**src/rtl/csg_pkg.sv**
```systemverilog
package csg_pkg;
   timeunit 1ns;
   timeprecision 1ps;

   // number of tracked banks and their slots
   localparam int unsigned CSG_NBANK   = 2;
   localparam int unsigned CSG_BANK_A  = 0;
   localparam int unsigned CSG_BANK_C  = 1;

   // legal range of the ratio width
   localparam int unsigned CSG_MIN_DIV_W = 2;
   localparam int unsigned CSG_MAX_DIV_W = 8;
endpackage

```
**src/rtl/csg_bank_phase.sv**
```systemverilog
module csg_bank_phase #(
   parameter int unsigned DIV_W = 5
) (
   input  logic             clk,
   input  logic             rst_n,
   input  logic [DIV_W-1:0] ratio_in,
   input  logic             restart,
   output logic             at_max,
   output logic             differs,
   output logic [DIV_W-1:0] cnt_now,
   output logic [DIV_W-1:0] cnt_nxt,
   output logic [DIV_W-1:0] act_nxt
);
   timeunit 1ns;
   timeprecision 1ps;

   localparam logic [DIV_W-1:0] ONE = DIV_W'(1);

   logic [DIV_W-1:0] cnt_q;
   logic [DIV_W-1:0] act_q;
   logic [DIV_W-1:0] ratio_clean;

   // a zero ratio is read as divide-by-one
   assign ratio_clean = (ratio_in == '0) ? ONE : ratio_in;
   assign at_max      = (cnt_q == act_q - ONE);
   assign differs     = (ratio_clean != act_q);
   assign cnt_nxt     = at_max ? '0 : cnt_q + ONE;
   assign act_nxt     = restart ? ratio_clean : act_q;
   assign cnt_now     = cnt_q;

   always_ff @(posedge clk or negedge rst_n) begin
      if (!rst_n) begin
         cnt_q <= '0;
         act_q <= ONE;
      end else begin
         cnt_q <= cnt_nxt;
         act_q <= act_nxt;
      end
   end

   AST_CNT_IN_RANGE: assert property (@(posedge clk) disable iff (!rst_n)
      cnt_q < act_q);

   AST_RATIO_HELD: assert property (@(posedge clk) disable iff (!rst_n)
      !restart |=> $stable(act_q));
endmodule

```
**src/rtl/csg_pulse_shaper.sv**
```systemverilog
module csg_pulse_shaper #(
   parameter int unsigned DIV_W = 5
) (
   input  logic             clk,
   input  logic             rst_n,
   input  logic [DIV_W-1:0] n_cnt_a,
   input  logic [DIV_W-1:0] n_cnt_c,
   input  logic [DIV_W-1:0] n_act_a,
   input  logic [DIV_W-1:0] n_act_c,
   input  logic             block,
   input  logic             sync_en,
   output logic             sync_n
);
   timeunit 1ns;
   timeprecision 1ps;

   localparam logic [DIV_W-1:0] ONE = DIV_W'(1);

   logic [DIV_W-1:0] fast_n;
   logic [DIV_W-1:0] rem_q, rem_d;
   logic             raw_q, raw_d;
   logic             en_q, en_d;
   logic             sync_q, out_d;
   logic             start_n;

   // period of the faster bank, in source cycles
   assign fast_n  = (n_act_a < n_act_c) ? n_act_a : n_act_c;
   // upcoming cycle lies F cycles ahead of a shared edge in both banks
   assign start_n = !block
                    && (n_cnt_a == n_act_a - fast_n)
                    && (n_cnt_c == n_act_c - fast_n);

   always_comb begin
      rem_d = '0;
      raw_d = 1'b1;
      if (rem_q != '0) begin
         rem_d = rem_q - ONE;
         raw_d = 1'b0;
      end else if (start_n && raw_q) begin
         // a start right after a pulse (equal ratios) is skipped
         rem_d = fast_n - ONE;
         raw_d = 1'b0;
      end
      // freeze state may only move while the pulse is low
      en_d  = raw_d ? en_q : sync_en;
      out_d = raw_d & en_d;
   end

   always_ff @(posedge clk or negedge rst_n) begin
      if (!rst_n) begin
         rem_q  <= '0;
         raw_q  <= 1'b1;
         en_q   <= 1'b1;
         sync_q <= 1'b1;
      end else begin
         rem_q  <= rem_d;
         raw_q  <= raw_d;
         en_q   <= en_d;
         sync_q <= out_d;
      end
   end

   assign sync_n = sync_q;

   AST_COUNTDOWN_LOW: assert property (@(posedge clk) disable iff (!rst_n)
      (rem_q != '0) |-> !raw_q);

   AST_NO_CUT_HIGH: assert property (@(posedge clk) disable iff (!rst_n)
      $fell(sync_q) |-> !raw_q);
endmodule

```
**src/rtl/coin_sync_gen.sv**
```systemverilog
module coin_sync_gen #(
   parameter int unsigned DIV_W = 5
) (
   input  logic             clk,
   input  logic             rst_n,
   input  logic [DIV_W-1:0] ratio_a,
   input  logic [DIV_W-1:0] ratio_c,
   input  logic             sync_en,
   output logic             sync_n
);
   timeunit 1ns;
   timeprecision 1ps;

   import csg_pkg::*;

   generate
      if (DIV_W < CSG_MIN_DIV_W || DIV_W > CSG_MAX_DIV_W) begin : g_bad_width
         $error("coin_sync_gen: DIV_W out of supported range");
      end
   endgenerate

   logic [DIV_W-1:0]     ratio_v   [CSG_NBANK];
   logic [DIV_W-1:0]     cnt_v     [CSG_NBANK];
   logic [DIV_W-1:0]     cnt_nxt_v [CSG_NBANK];
   logic [DIV_W-1:0]     act_nxt_v [CSG_NBANK];
   logic [CSG_NBANK-1:0] at_max_v;
   logic [CSG_NBANK-1:0] differs_v;
   logic                 restart;
   logic                 pending;
   logic                 first_q;
   logic                 block;

   assign ratio_v[CSG_BANK_A] = ratio_a;
   assign ratio_v[CSG_BANK_C] = ratio_c;

   // every bank at its last cycle: next cycle is a shared rising edge
   assign restart = &at_max_v;
   assign pending = |differs_v;
   assign block   = pending | first_q;

   genvar gi;
   generate
      for (gi = 0; gi < CSG_NBANK; gi++) begin : g_bank
         csg_bank_phase #(.DIV_W(DIV_W)) u_phase (
            .clk      (clk),
            .rst_n    (rst_n),
            .ratio_in (ratio_v[gi]),
            .restart  (restart),
            .at_max   (at_max_v[gi]),
            .differs  (differs_v[gi]),
            .cnt_now  (cnt_v[gi]),
            .cnt_nxt  (cnt_nxt_v[gi]),
            .act_nxt  (act_nxt_v[gi])
         );
      end
   endgenerate

   always_ff @(posedge clk or negedge rst_n) begin
      if (!rst_n) first_q <= 1'b1;
      else        first_q <= 1'b0;
   end

   csg_pulse_shaper #(.DIV_W(DIV_W)) u_shaper (
      .clk     (clk),
      .rst_n   (rst_n),
      .n_cnt_a (cnt_nxt_v[CSG_BANK_A]),
      .n_cnt_c (cnt_nxt_v[CSG_BANK_C]),
      .n_act_a (act_nxt_v[CSG_BANK_A]),
      .n_act_c (act_nxt_v[CSG_BANK_C]),
      .block   (block),
      .sync_en (sync_en),
      .sync_n  (sync_n)
   );

   AST_RISE_ON_SHARED: assert property (@(posedge clk) disable iff (!rst_n)
      $rose(sync_n) |-> (cnt_v[CSG_BANK_A] == '0 && cnt_v[CSG_BANK_C] == '0));

   AST_HIGH_WHILE_PENDING: assert property (@(posedge clk) disable iff (!rst_n)
      (pending && sync_n) |=> sync_n);
endmodule

```
**config.mk**
```make
export PLATFORM = sky130hd
export DESIGN_NAME = coin_sync_gen
export DESIGN_NICKNAME = d
export VERILOG_FILES = /design/src/rtl/csg_pkg.sv /design/src/rtl/csg_bank_phase.sv /design/src/rtl/csg_pulse_shaper.sv /design/src/rtl/coin_sync_gen.sv
export SDC_FILE = /design/constraint.sdc
export NUM_CORES = 1
export LEC_CHECK = 0
export ABC_AREA = 1
export BUFFER_PORTS_ARGS = -buffer_cell sky130_fd_sc_hd__buf_2
export CAP_MARGIN = 20
export CELL_PAD_IN_SITES_DETAIL_PLACEMENT = 1
export CELL_PAD_IN_SITES_GLOBAL_PLACEMENT = 1
export CORE_MARGIN = 4
export CORE_UTILIZATION = 40
export DETAILED_ROUTE_END_ITERATION = 12
export GPL_ROUTABILITY_DRIVEN = 0
export GPL_TIMING_DRIVEN = 0
export PLACE_DENSITY_LB_ADDON = 0.1
export RECOVER_POWER = 25
export SYNTH_ARGS = -nofsm -noshare
export SYNTH_HDL_FRONTEND = slang
export SYNTH_SLANG_ARGS = --single-unit
```
**constraint.sdc**
```tcl
create_clock -name clk -period 4.2 [get_ports clk]
set_clock_uncertainty 0.15 [all_clocks]
set_input_delay 1.05 -clock clk [delete_from_list [all_inputs] [get_ports clk]]
set_output_delay 1.05 -clock clk [all_outputs]
set_load 0.005 [all_outputs]
```
==> results of run 1 <==
cell type report:
type	instances	area, um^2	area share (%)
Multi-Input combinational cell	307	1810	51.9
Clock inverter	1	30.0	0.859
Clock buffer	7	86.3	2.47
Tap cell	77	96.3	2.76
Buffer	5	65.1	1.86
Timing Repair Buffer	48	359	10.3
Sequential cell	29	733	21.0
Inverter	81	312	8.92
sequential cells by signal (all words and copies together) (netlist names):
name	cells
u_shaper.en_q	1
u_shaper.rem_q	5
u_shaper.raw_q	1
g_bank.u_phase.act_q	10
g_bank.u_phase.cnt_now	10
first_q	1
u_shaper.sync_n	1
routing by layer:
metal  GRT usage, %  vias up  part of all wire, %
li1               -     1421                    -
met1           29.2     1391                   46
met2           40.9       44                   50
met3           3.32        8                  2.7
met4           6.77        0                  1.4
met5              0        -                    0
worst min-delay path by stage:
stage | from | to | cells past startpoint
after floorplan | u_shaper.en_q | u_shaper.sync_n | 2
after global placement | u_shaper.en_q | u_shaper.sync_n | 2
after detailed placement | u_shaper.en_q | u_shaper.sync_n | 2
after CTS | u_shaper.en_q | u_shaper.sync_n | 2
after global routing | u_shaper.en_q | u_shaper.sync_n | 2
final | u_shaper.en_q | u_shaper.sync_n | 2
critical path, delay by kind of cell, from the launching register on:
kind,cells,cell delay [ps]
AOI/OAI and AO/OA,2,250
adders and majority gates,4,910
buffers and inverters,9,750
DFF,1,560
and+or+nand+nor,21,1940
timing repair:
action / in CTS / in global routing
buffers inserted: 27 / 7
pin swaps: 20 / 17
cloned: 1 / 0
resized for setup: 19 / 18
endpoints found under the setup margin: 8 / 8
hold endpoints to repair: 0 / 0
hold buffers: 0 / 0
power breakdown:
| part | leakage (nW) | switching (mW) | internal [mW] |
|---|---|---|---|
| sequential | 0.324 | 0.000460 | 0.282 |
| clock | 0.0585 | 0.115 | 0.193 |
| combinational | 1.56 | 0.0180 | 0.00811 |
placed cells by master, fill, tap and decap left out, types with 3 or more instances in the layout:
cell,instances
nor2_4,3
nand2_1,129
o22ai_1,4
dfrtp_1,23
o21ai_4,5
inv_2,19
buf_4,34
nand4_1,6
nand3_2,6
a21oi_1,9
xor2_1,10
ha_4,7
nor2_1,28
nor2_2,6
clkbuf_8,6
nand3_1,43
nand3b_1,7
o21ai_0,4
ha_1,5
inv_4,3
inv_1,59
buf_2,12
dfstp_2,6
nand2_4,5
nor3_1,4
nand2_2,11
stage by stage:
stage | setup slack [ps] | TNS [ps] | utilization [%] | cells
2_1_floorplan | -71.9 | -224 | - | 422
3_3_place_gp | -736 | -5320 | 46.0 | 512
3_5_place_dp | -843 | -6090 | 46.0 | 512
4_1_cts | -374 | -2590 | 52.7 | 548
5_1_grt | -743 | -5580 | 54.7 | 555
6_report | -419 | -3100 | 54.7 | 555
logic make-up after synthesis:
kind of cell / after synthesis / share of synthesized area, %
AOI/OAI and AO/OA: 31 / 6.41
xor gates and xnor gates: 11 / 3.63
adders and majority gates: 12 / 5.65
buffers and inverters: 86 / 13.0
DFF: 29 / 27.6
other: 1 / 0.141
and+or+nand+nor: 252 / 43.5
==> results.md, run 1 <==
* Status: complete, but fails checks
* Failing checks: max-capacitance violations, max-slew violations, negative setup slack
* CP Capture Type: flip-flop
* Worst slew pin tran at 1640 ps
* Hold violation count in the final report at 0
* Register clock-pin slew on the reported worst setup and hold paths at 60 ps
* Via-to-Cell Ratio at 5.16
* Reg2reg end: u_shaper.rem_q[4]
* Row cnt at 29
* Fin crit share at 110%
* Fraction of layout cells with a size suffix above 1 at 28.7%
* Crit path time final at 4620 ps
* Post-route worst setup slack at -419 ps
* Post-DP HPWL at 6260 um
* Clk buf depth at 2
* Final ANT Viol Nets at 0
* Die ar. at 8010 um^2
* Deepest level of the CTS H-tree at 2
* Worst r2r src: g_bank[1].u_phase.act_q[0]
* CTS root buf: clkbuf_8
* Sequential share of the synthesized area at 27.6%
* FMAX at 0.217 GHz
* Synthesis Warnings at 0
* Maxcap violations at 1
* Nets at 502
* Count leader, synth: nand2_1
* Largest net degree at the start of global routing at 30
* PwrDens at 176 nW/um^2
* RSZ-0062 raised after global routing: yes
* Initial DRC Count at 100
* Worst hold-check path type: flip-flop to flip-flop
* Synth Instances at 422
* Synth unique cells at 32
* Placed cell area at 2940 um^2
* Area share of the largest cell type after synthesis at 21.7%
* Vias in the first global route at 2965
* Worst Path Required at 4280 ps
* Fill cells at 840
* Mapped Area at 2660 um^2
* ANT cells at 0
* Peak supply drop at 0.132 mV
* Post-synth EDFFs at 0
* Post-synth top flop: dfrtp_1
* Drt first pass iters at 4
* Mean area per synthesized cell at 6.29 um^2
* Synth cell count leaders: nand2_1 (140), inv_1 (67), nand3_1 (44), nor2_1 (31), dfrtp_1 (23)
* Max stage delay on crit path at 560 ps
* Largest area contributor in the netlist: dfrtp_1
* Vias post-DR at 2864
* Initial Util at 41.6%
* CP max stage cell: dfstp_2
* Crit Path Category: flip-flop to flip-flop
* Die W at 89.5 um
* Synth-to-layout area growth at 31.6%
* Total grt overflow at 0
* Number of CTS-inserted buffers at 5
* Routed length per placed instance at 15.8 um
* Flop2flop setup slack at -420 ps
* Post-route cell area at 3490 um^2
* Startpoint types: flip-flop
* Crit path max fanout at 5
* Post-Route WL at 8790 um
* CTS tree: done
* Global-route wire length before repair at 14200 um
* Yosys reg bits at 29
* WHS at 302 ps
* Clk sinks at 29
* Setup crit start: g_bank[1].u_phase.act_q[0]
* Die Span Y at 89.5 um
* Port bufs at 13
* I/O pin cnt at 14
* Slew Viols, Final at 30
* Setup crit end: u_shaper.rem_q[4]
* Total power at 0.616 mW
* Area of the core at 6390 um^2
* Worst-Skew Late Latency at 290 ps
* Top post-synthesis cells by area: dfrtp_1 (22%), nand2_1 (20%), inv_1 (9.5%)
* Leakage at 1.94 nW
* Async set-reset flop share out of synthesis at 100%
* Data arrival time of the worst path at 4700 ps
* Mapped Nets at 447
* DRC violations left at 0
* GRT Resource Usage Total at 23.1%
* Initial antenna violation count at 0
* FF-to-FF path depth at 36
* Slew HR at -9.29%
* Setup violations, final at 8
Note: power is estimated with default switching activity, not from simulation.
==> run 2: changes to the inputs <==
--- a/config.mk
+++ b/config.mk
@@ -10,7 +10,7 @@
 export CAP_MARGIN = 20
 export CELL_PAD_IN_SITES_DETAIL_PLACEMENT = 1
 export CELL_PAD_IN_SITES_GLOBAL_PLACEMENT = 1
-export CORE_MARGIN = 4
+export CORE_MARGIN = 1
 export CORE_UTILIZATION = 40
 export DETAILED_ROUTE_END_ITERATION = 12
 export GPL_ROUTABILITY_DRIVEN = 0
==> results.md, run 2 (synthesis results as in run 1) <==
* RSZ-0062 raised after global routing: yes
* Reg2reg end: u_shaper.en_q
* Post-route cell area at 3420 um^2
* Register clock-pin slew on the reported worst setup and hold paths at 70 ps
* WHS at 318 ps
* DRC violations left at 0
* Most frequent cells in the layout: nand2_1 (132), inv_1 (59), nand3_1 (43), buf_4 (33), nor2_1 (28)
* Initial antenna violation count at 0
* Via-to-Cell Ratio at 5.27
* Setup violations, final at 8
* Global-route wire length before repair at 15200 um
* Worst Hold End: u_shaper.sync_n
* Slew HR at -10.7%
* ANT cells at 0
* Worst Hold Depth at 2
* Die Span Y at 83.5 um
* CTS tree: done
* CP top delay family: simple AND/OR/NAND/NOR gates
* Placed cell area at 2940 um^2
* Crit path max fanout at 6
* Worst r2r src: g_bank[1].u_phase.act_q[0]
* Status: complete, but fails checks
* Post-route worst setup slack at -527 ps
* Internal at 0.438 mW
* Crit path time final at 4730 ps
* CP Capture Type: flip-flop
* FMAX at 0.212 GHz
* Die W at 83.5 um
* Fill cells at 864
* Commonest non-fill, non-tap cell in the layout: nand2_1
* Leakage at 1.92 nW
* Initial DRC Count at 134
* Post-DP HPWL at 6450 um
* Critical Path Stages at 36
* Drt first pass iters at 4
* Synth-to-layout area growth at 28.6%
* Port bufs at 13
* Max stage delay on crit path at 560 ps
* Final ANT Viol Nets at 0
* Crit Path Category: flip-flop to flip-flop
* Hold path start: u_shaper.en_q
* I/O pin cnt at 14
* Flop2flop setup slack at -530 ps
* Vias in the first global route at 3106
* Reg power frac at 49.1%
* Vias post-DR at 2910
* Initial Util at 41.6%
* Post-Route WL at 9220 um
* Row cnt at 29
* Switching power at 0.137 mW
* Clk buf depth at 2
* Peak supply drop at 0.118 mV
* Die ar. at 6970 um^2
* Placed Cells at 512
* Worst hold-check path type: flip-flop to flip-flop
* Total grt overflow at 0
* Slew Viols, Final at 30
* Switching fraction of total power at 23.8%
* Post-route insts no fill at 552
* Fraction of layout cells with a size suffix above 1 at 27.6%
* Largest net degree at the start of global routing at 30
* Clk sinks at 29
* Finished Core Util at 53.5%
* Number of CTS-inserted buffers at 5
* Failing checks: max-capacitance violations, max-slew violations, negative setup slack
* Maxcap violations at 1
* Routed length per placed instance at 16.7 um
* FF-to-FF path depth at 36
* Fin crit share at 113%
* Hold violation count in the final report at 0
* CTS root buf: clkbuf_8
* CP max stage cell: dfstp_2
* Area of the core at 6390 um^2
* Startpoint types: flip-flop
* Logic pwr share at 4.6%
* GRT Resource Usage Total at 27.7%
* Worst-Skew Late Latency at 290 ps
* Nets at 499
* Deepest level of the CTS H-tree at 2
* Worst Path Required at 4280 ps
* Cts hold-fix bufs at 0
* PwrDens at 168 nW/um^2
* Total power at 0.575 mW
* WP buf/inv at 9
* Clock power frac at 46.3%
* Worst slew pin tran at 1660 ps
* Data arrival time of the worst path at 4810 ps
==> run 2: per-layer routing <==
metal	GRT usage (%)	wire [um]	vias up
li1	-	-	1415
met1	35.0	4140	1435
met2	48.2	4670	42
met3	3.56	182	18
met4	10.8	230	0
met5	0	0	-
==> run 2: worst max-delay path by stage <==
stage / start / slack [ps] / to
4_1_cts: g_bank[0].u_phase.act_q[0] / -410 / u_shaper.en_q
6_report: g_bank[1].u_phase.act_q[0] / -530 / u_shaper.en_q
2_1_floorplan: g_bank[1].u_phase.act_q[0] / -70 / u_shaper.en_q
3_3_place_gp: g_bank[1].u_phase.act_q[0] / -740 / u_shaper.en_q
3_5_place_dp: g_bank[1].u_phase.act_q[0] / -860 / u_shaper.en_q
5_1_grt: g_bank[1].u_phase.act_q[0] / -860 / u_shaper.en_q
==> run 2: power groups by stage <==
stage / Combinational [mW] / Clock [mW] / Sequential [mW]
3_5_place_dp: 0.0259 / 0 / 0.288
4_1_cts: 0.0264 / 0.269 / 0.283
2_1_floorplan: 0.00895 / 0 / 0.288
6_report: 0.0262 / 0.266 / 0.283
5_1_grt: 0.0298 / 0.280 / 0.283
3_3_place_gp: 0.0251 / 0 / 0.288
==> run 2: through the flow <==
stage / worst slack, ps / TNS [ps]
global placement: -740 / -5430
CTS: -409 / -2930
global route: -858 / -6520
detailed placement: -857 / -6330
floorplan: -71.9 / -224
finish: -527 / -3980
==> run 2: layout make-up <==
| class | instances | area [um^2] | share of cell area [%] |
|---|---|---|---|
| Buffer | 5 | 61.3 | 1.79 |
| Clock buffer | 7 | 96.3 | 2.82 |
| Clock inverter | 1 | 5.00 | 0.146 |
| Inverter | 81 | 312 | 9.12 |
| Multi-Input combinational cell | 307 | 1790 | 52.4 |
| Sequential cell | 29 | 733 | 21.5 |
| Tap cell | 77 | 96.3 | 2.82 |
| Timing Repair Buffer | 45 | 324 | 9.48 |
==> run 2: timing repair <==
| action | 4_1_cts | 5_1_grt |
|---|---|---|
| cloned | 1 | 0 |
| pin swaps | 26 | 27 |
| buffers inserted | 25 | 6 |
| setup endpoints to repair | 8 | 8 |
| resized for setup | 20 | 10 |
==> run 2: tightest hold or removal path, cell delays in order, from the launching register on <==
cell,delay [ps]
dfstp_2,370
nand3_2,60
inv_1,40
==> run 3: changes to the inputs <==
--- a/config.mk
+++ b/config.mk
@@ -6,7 +6,7 @@
 export NUM_CORES = 1
 export LEC_CHECK = 0
 export ABC_AREA = 1
-export BUFFER_PORTS_ARGS = -buffer_cell sky130_fd_sc_hd__buf_2
+export BUFFER_PORTS_ARGS = -buffer_cell sky130_fd_sc_hd__buf_4
 export CAP_MARGIN = 20
 export CELL_PAD_IN_SITES_DETAIL_PLACEMENT = 1
 export CELL_PAD_IN_SITES_GLOBAL_PLACEMENT = 1
@@ -15,6 +15,7 @@
 export DETAILED_ROUTE_END_ITERATION = 12
 export GPL_ROUTABILITY_DRIVEN = 0
 export GPL_TIMING_DRIVEN = 0
+export HOLD_SLACK_MARGIN = 0.08
 export PLACE_DENSITY_LB_ADDON = 0.1
 export RECOVER_POWER = 25
 export SYNTH_ARGS = -nofsm -noshare
==> results.md, run 3 (synthesis results as in run 1) <==
* Status: complete, but fails checks
* Failing checks: max-capacitance violations, max-slew violations, negative setup slack
* RSZ-0062 raised after global routing: yes
* Row cnt at 29
* Fin Setup TNS at -3790 ps
* Total grt overflow at 0
* Deepest level of the CTS H-tree at 2
* Setup violations, final at 8
* Worst hold-check path type: flip-flop to flip-flop
* Hold violation count in the final report at 0
* Slew Viols, Final at 30
* Placed Cells at 512
* Initial DRC Count at 162
* Most frequent cells in the layout: nand2_1 (131), inv_1 (57), nand3_1 (42), buf_4 (38), nor2_1 (28)
* Area of the core at 6390 um^2
* Crit path time final at 4720 ps
* Nets at 493
* CTS tree: done
* PwrDens at 178 nW/um^2
* Commonest non-fill, non-tap cell in the layout: nand2_1
* Register clock-pin slew on the reported worst setup and hold paths at 70 ps
* Placed cell area at 2970 um^2
* Peak supply drop at 0.0961 mV
* Clk sinks at 29
* Worst Path Required at 4270 ps
* Cts hold-fix bufs at 0
* CTS root buf: clkbuf_8
* CP max stage cell: dfstp_2
* Fill cells at 863
* Die W at 83.5 um
* Worst slew pin tran at 1690 ps
* Initial Util at 41.6%
* Drt first pass iters at 4
* Fraction of layout cells with a size suffix above 1 at 27.5%
* Worst-Skew Late Latency at 280 ps
* GRT Resource Usage Total at 26.7%
* CP Capture Type: flip-flop
* Via-to-Cell Ratio at 5.29
* Die ar. at 6970 um^2
* Port bufs at 13
* ANT cells at 0
* Post-route insts no fill at 546
* I/O pin cnt at 14
* Post-route worst setup slack at -521 ps
* Slew HR at -12.8%
* Final ANT Viol Nets at 0
* Vias post-DR at 2889
* Die Span Y at 83.5 um
* Number of CTS-inserted buffers at 5
* Vias in the first global route at 2970
* WHS at 321 ps
* Post-route cell area at 3460 um^2
* Post-DP HPWL at 6130 um
* Largest net degree at the start of global routing at 30
* Initial antenna violation count at 0
* Crit Path Category: flip-flop to flip-flop
* Routed length per placed instance at 16.7 um
* Maxcap violations at 1
* FMAX at 0.212 GHz
* Fin crit share at 112%
* Max stage delay on crit path at 560 ps
* DRC violations left at 0
* Finished Core Util at 54.1%
* Synth-to-layout area growth at 30.1%
* Total power at 0.615 mW
* Post-Route WL at 9110 um
* Clk buf depth at 2
* Leakage at 1.90 nW
* Startpoint types: flip-flop
* Global-route wire length before repair at 14600 um
* Crit path max fanout at 6
* Data arrival time of the worst path at 4790 ps
* Pre-CTS setup slack at -803 ps
## run 3: routing by layer
layer	GRT usage, %	part of all wire [%]	vias to the layer above
met5	0	0	-
met4	5.55	1.7	0
met3	2.67	3.2	14
met2	48.3	51	63
met1	34.4	44	1404
li1	-	-	1408
## run 3: power by group
group	total (mW)	internal [mW]	switching [mW]	leakage (nW)
clock	0.302	0.193	0.109	0.0585
sequential	0.283	0.282	0.000578	0.324
combinational	0.0302	0.0114	0.0188	1.52
total	0.615	0.487	0.128	1.90
## run 3: timing repair
action,4_1_cts,5_1_grt
gates cloned,1,0
pin swaps,27,25
buffers inserted,21,4
endpoints found under the setup margin,8,8
resized for setup,19,17
## run 3: final timing paths
| check | startpoint | endpoint | slack, ps | cells past startpoint |
|---|---|---|---|---|
| max | g_bank[1].u_phase.act_q[0] | u_shaper.en_q | -520 | 35 |
| max in group asynchronous | rst_n | u_shaper.rem_q[1] | 1870 | 1 |
| min in group asynchronous | rst_n | g_bank[0].u_phase.cnt_now[4] | 1050 | 1 |
| min reg2reg | u_shaper.en_q | u_shaper.sync_n | 320 | 2 |
| max reg2reg | g_bank[1].u_phase.act_q[0] | u_shaper.en_q | -520 | 35 |
| min | u_shaper.en_q | u_shaper.sync_n | 320 | 2 |
## run 3: layout make-up
class                      count  area [um^2]  share of cell area [%]
multi-input combinational    307         1820                    52.6
sequential                    29          733                    21.2
timing repair buffer          39          322                    9.30
inverter                      81          309                    8.94
tap                           77         96.3                    2.79
clock buffer                   7         86.3                    2.50
buffer                         5         61.3                    1.77
clock inverter                 1         30.0                   0.869
## run 3: critical path: cells and delay by family (launching register included)
| family | cells | cell delay (ps) |
|---|---|---|
| adders and majority gates | 4 | 940 |
| buffers and inverters | 8 | 620 |
| AOI/OAI and AO/OA | 3 | 400 |
| and+or+nand+nor | 20 | 1970 |
| DFF | 1 | 560 |
